**src/rtl/pcm_dac.sv**
```systemverilog
module pcm_dac #(
  parameter int ADDR_W = 16,
  parameter logic [ADDR_W-1:0] CTRL_ADDR = 16'h5010,
  parameter logic [ADDR_W-1:0] SMPL_ADDR = 16'h5011,
  parameter logic [ADDR_W-1:0] WIN_LO    = 16'h8000,
  parameter logic [ADDR_W-1:0] WIN_HI    = 16'hBFFF
) (
  input  logic              clk,
  input  logic              rst_n,
  input  logic              bus_strobe,
  input  logic              bus_rw,
  input  logic [ADDR_W-1:0] bus_addr,
  input  logic [7:0]        bus_din,
  output logic [7:0]        rd_data,
  output logic [7:0]        dac_out,
  output logic              irq_out
);
  logic capture_mode, irq_en, flag;

  wire hit_ctrl = bus_addr == CTRL_ADDR;
  wire hit_smpl = bus_addr == SMPL_ADDR;
  wire hit_win  = (bus_addr >= WIN_LO) && (bus_addr <= WIN_HI);

  wire ctrl_wr  = bus_strobe && !bus_rw && hit_ctrl;
  wire ctrl_rd  = bus_strobe &&  bus_rw && hit_ctrl;
  wire smpl_new = bus_strobe && ((!bus_rw && hit_smpl && !capture_mode) ||
                                 ( bus_rw && hit_win  &&  capture_mode));
  wire is_end   = bus_din == 8'h00;

  always_ff @(posedge clk or negedge rst_n) begin
    if (!rst_n) begin
      capture_mode <= 1'b0;
      irq_en       <= 1'b0;
    end else if (ctrl_wr) begin
      capture_mode <= bus_din[0];
      irq_en       <= bus_din[7];
    end
  end

  always_ff @(posedge clk or negedge rst_n) begin
    if (!rst_n) begin
      dac_out <= 8'h00;
      flag    <= 1'b0;
    end else if (smpl_new) begin
      flag <= is_end;
      if (!is_end) dac_out <= bus_din;
    end else if (ctrl_rd) begin
      flag <= 1'b0;
    end
  end

  assign irq_out = flag && irq_en;
  assign rd_data = (bus_rw && hit_ctrl) ? {irq_out, 7'b0} : 8'h00;
endmodule

```
**config.mk**
```make
export PLATFORM = sky130hd
export DESIGN_NAME = pcm_dac
export DESIGN_NICKNAME = d
export VERILOG_FILES = /design/src/rtl/pcm_dac.sv
export SDC_FILE = /design/constraint.sdc
export NUM_CORES = 1
export LEC_CHECK = 0
export CORE_MARGIN = 10
export CORE_UTILIZATION = 45
export DETAILED_ROUTE_END_ITERATION = 8
export DONT_BUFFER_PORTS = 1
export PLACE_DENSITY_LB_ADDON = 0.05
export SKIP_CTS_REPAIR_TIMING = 1
export SYNTH_ARGS = -nofsm -noshare
export SYNTH_HDL_FRONTEND = slang
export SYNTH_SLANG_ARGS = --single-unit
export TNS_END_PERCENT = 20
```
**constraint.sdc**
```tcl
create_clock -name clk -period 2.4 [get_ports clk]
set_clock_uncertainty 0.05 [all_clocks]
set_input_delay 0.48 -clock clk [delete_from_list [all_inputs] [get_ports clk]]
set_output_delay 0.48 -clock clk [all_outputs]
set_load 0.005 [all_outputs]
```
==> impl_summary.log <==
INFO  metric outcome = completed
INFO  metric layout.cells.non_filler = 132
INFO  metric yosysUniqueCellTypes = 32
INFO  metric postPlaceCellArea = 926 um2
INFO  metric hold_path.class = in2reg
INFO  metric sum_neg_setup_slack = 0 ns
INFO  metric synthesis.area = roughly 920 um2
INFO  metric synth_area_per_cell = 8.82 um2
INFO  metric yosys.area.top_type_share = 0.300
INFO  metric dominant_combinational_cell_family_by_area_after_synthesis = simple AND/OR/NAND/NOR gates
INFO  metric track_usage = 0.129
INFO  metric maximum_clock_path_buffer_count = 2
INFO  metric clock_power_share = 0.382
INFO  metric finalWirelength = 2590 um
INFO  metric synth-async-reset-ratio = 1.00
INFO  metric synth_xor_area_frac = 0
INFO  metric final_core_util = 0.495
INFO  metric max_cap_viol_count = 0
INFO  metric placementRows = 16
INFO  metric nets = 134
INFO  metric numPlacedInstances = 127
INFO  metric finalMaxSlewViolations = 0
INFO  metric drt_iter0_drc = 28
INFO  metric tritoncts = done
INFO  metric rsz0062_at_grt = false
INFO  metric place.port_buffers = 0
INFO  metric required = 1.87 ns
INFO  metric synth_compound_gate_area_share = 0.229
INFO  metric die_w = 65.1 um
INFO  metric period_needed = 1.70 ns
INFO  metric dieArea = between 4000 and 5000 um2
INFO  metric htree_num_levels = 1
INFO  metric netSwitchingFraction = 0.255
INFO  metric final-hold-violation-count = 0
INFO  metric cellInternalPower = between 0.2 and 0.3 mW
INFO  metric cts_made_buffers = 3
INFO  metric initial_core_util = 0.472
INFO  metric route.detailed.vias_per_inst = just under 6
INFO  metric n_fill_cell = 195
INFO  metric synth_simple_gate_area_share = 0.314
INFO  metric top_count_cell_post_synth = sky130_fd_sc_hd__nand2_1
INFO  metric register_share_of_total_power = 0.522
INFO  metric pin_count = 45
INFO  metric gp_congestion = between 0.7 and 0.8
INFO  metric post_synth_fa_ha_maj_area_fraction = 0
INFO  metric tritoncts_num_sinks = 11
INFO  metric synth_cells = 104
INFO  metric insertion_delay = 0.27 ns
INFO  metric p_total = 0.355 mW
INFO  metric detail-route-antenna-nets = 0
INFO  metric max-slew-margin-rel = 0.651
INFO  metric grt_antenna_before_repair = 0
INFO  metric worstPathArrival = between 1 and 1.5 ns
INFO  metric register_area = 275 um2
INFO  metric max-vdd-ir-drop = 0.181 mV
INFO  metric tightest_slew = 0.521 ns
INFO  metric drt-pass1-iter-count = 4
INFO  metric first_global_vias = 861
INFO  metric critPathMaxFanout = 2
INFO  metric synth_seq_area_share = 0.300
INFO  metric leakage = about 0.44 nW
INFO  metric synth_area_leaders = sky130_fd_sc_hd__dfrtp_1 30%, sky130_fd_sc_hd__a221oi_1 7.6%, sky130_fd_sc_hd__a211oi_1 6.5%
INFO  metric clk_transition_reported_paths = 0.08 ns
INFO  metric floorplan.die.height = roughly 65 um
INFO  metric design.core.area = 1940 um2
INFO  metric grt_max_degree = 19
INFO  metric routedWlPerCell = ~20 um
INFO  metric syn_to_final_growth = 4.91%
INFO  metric p_sw = 0.0904 mW
INFO  metric drcViolationCount = 0
INFO  metric period_share = 0.708
INFO  metric estimated_wirelength_of_the_detail_placed_design = 1980 um
INFO  metric yosys_synthesis_warning_count = 0
INFO  metric dr_vias = just under 800
INFO  metric crit_path_start_kind = primary input
INFO  metric grt_overflow_total = 0
INFO  metric fin_area = 962 um2
INFO  metric synth.area.mux_share = 0.0327
INFO  metric fmax = 588 MHz
INFO  metric postSynth.topFlopCell = sky130_fd_sc_hd__dfrtp_1
INFO  metric worstSetupPathType = in2out
INFO  metric wire_length_of_the_first_global_routing_pass = 4490 um
INFO  metric power.combinational.fraction = 0.096
INFO  metric finalSetupViolations = 0
INFO  metric power_per_cell_area = 369 nW/um2
INFO  metric setup.worst_path.end_class = output port
INFO  metric antenna_cells = 0
INFO  metric multi_input_area = 561 um2
INFO  metric synthDominantAreaCellType = sky130_fd_sc_hd__dfrtp_1
INFO  metric synth_edf_count = 0
INFO  metric post_route_cells_drive_above_1_share = 0.143
INFO  metric root_buffer = sky130_fd_sc_hd__clkbuf_4
INFO  metric post_synth_most_frequent_cells = 12 x sky130_fd_sc_hd__nand2_1, 11 x sky130_fd_sc_hd__dfrtp_1, 9 x sky130_fd_sc_hd__inv_1, 9 x sky130_fd_sc_hd__nand3_1
INFO  metric synth-seq-cells = 11
[critical path, stage by stage]
cell	delay (ns)
sky130_fd_sc_hd__nor4b_1	0.29
sky130_fd_sc_hd__nand4_1	0.15
sky130_fd_sc_hd__nor3_1	0.26
[sequential cells by signal (all words and copies together) (netlist names)]
signal / cells
capture_mode: 1
dac_out: 8
flag: 1
irq_en: 1
[layer usage]
metal / GRT usage / part of all wire / vias to the layer above / wire length (um)
li1: - / - / 385 / -
met1: 0.149 / 0.42 / 364 / 1090
met2: 0.212 / 0.48 / 31 / 1250
met3: 0.0559 / 0.095 / 2 / 247
met4: 0.0401 / 0.0031 / 0 / 8
met5: 0 / 0 / - / 0
[cell type report]
cell class,count,share of cell area
clock buffer,4,0.0273
inverter,9,0.0351
multi-input combinational,77,0.583
sequential,11,0.286
tap,27,0.0351
timing repair buffer,4,0.0338
[power by group through the flow]
stage / Combinational [mW] / Sequential (mW) / Clock, mW
after floorplan: 0.0335 / 0.189 / 0
after global placement: 0.0283 / 0.189 / 0
after detailed placement: 0.0286 / 0.189 / 0
after CTS: 0.0286 / 0.185 / 0.142
after global routing: 0.0392 / 0.185 / 0.148
final: 0.0341 / 0.185 / 0.136
[kinds of logic after synthesis]
logic type	after synthesis
AOI/OAI and AO/OA	27
buffers and inverters	22
DFF	11
muxes	2
other	1
and+or+nand+nor	41
[placed cells by master, fill, tap and decap left out, drive strengths merged, types with 2 or more instances in the layout]
| cell type | n |
|---|---|
| nor3 | 2 |
| nor4b | 2 |
| buf | 3 |
| a211oi | 8 |
| o211ai | 8 |
| or4 | 2 |
| nor4 | 2 |
| inv | 9 |
| clkbuf | 4 |
| conb | 7 |
| a221oi | 8 |
| nand2 | 12 |
| and2 | 3 |
| nand4 | 2 |
| mux2 | 2 |
| nand3 | 9 |
| dfrtp | 11 |
[worst paths after layout]
path / startpoint / to / slack, ns / cells after the start
max: bus_addr[6] / rd_data[7] / 0.70 / 3
min: bus_din[0] / capture_mode$_DFFE_PN0P_ / 0.30 / 1
max reg2reg: capture_mode$_DFFE_PN0P_ / dac_out[5]$_DFFE_PN0P_ / 0.73 / 4
min reg2reg: irq_en$_DFFE_PN0P_ / irq_en$_DFFE_PN0P_ / 0.46 / 1
max in group asynchronous: rst_n / dac_out[3]$_DFFE_PN0P_ / 1.39 / 1
min in group asynchronous: rst_n / dac_out[5]$_DFFE_PN0P_ / 0.56 / 1
[through the flow]
step | hold WS, ns | worst slack (ns)
6_report | 0.298 | 0.700
3_5_place_dp | 0.135 | 0.491
2_1_floorplan | 0.134 | 0.443
5_1_grt | 0.288 | 0.574
4_1_cts | -0.170 | 0.678
3_3_place_gp | 0.135 | 0.510
Note: power is estimated with default switching activity, not from simulation.
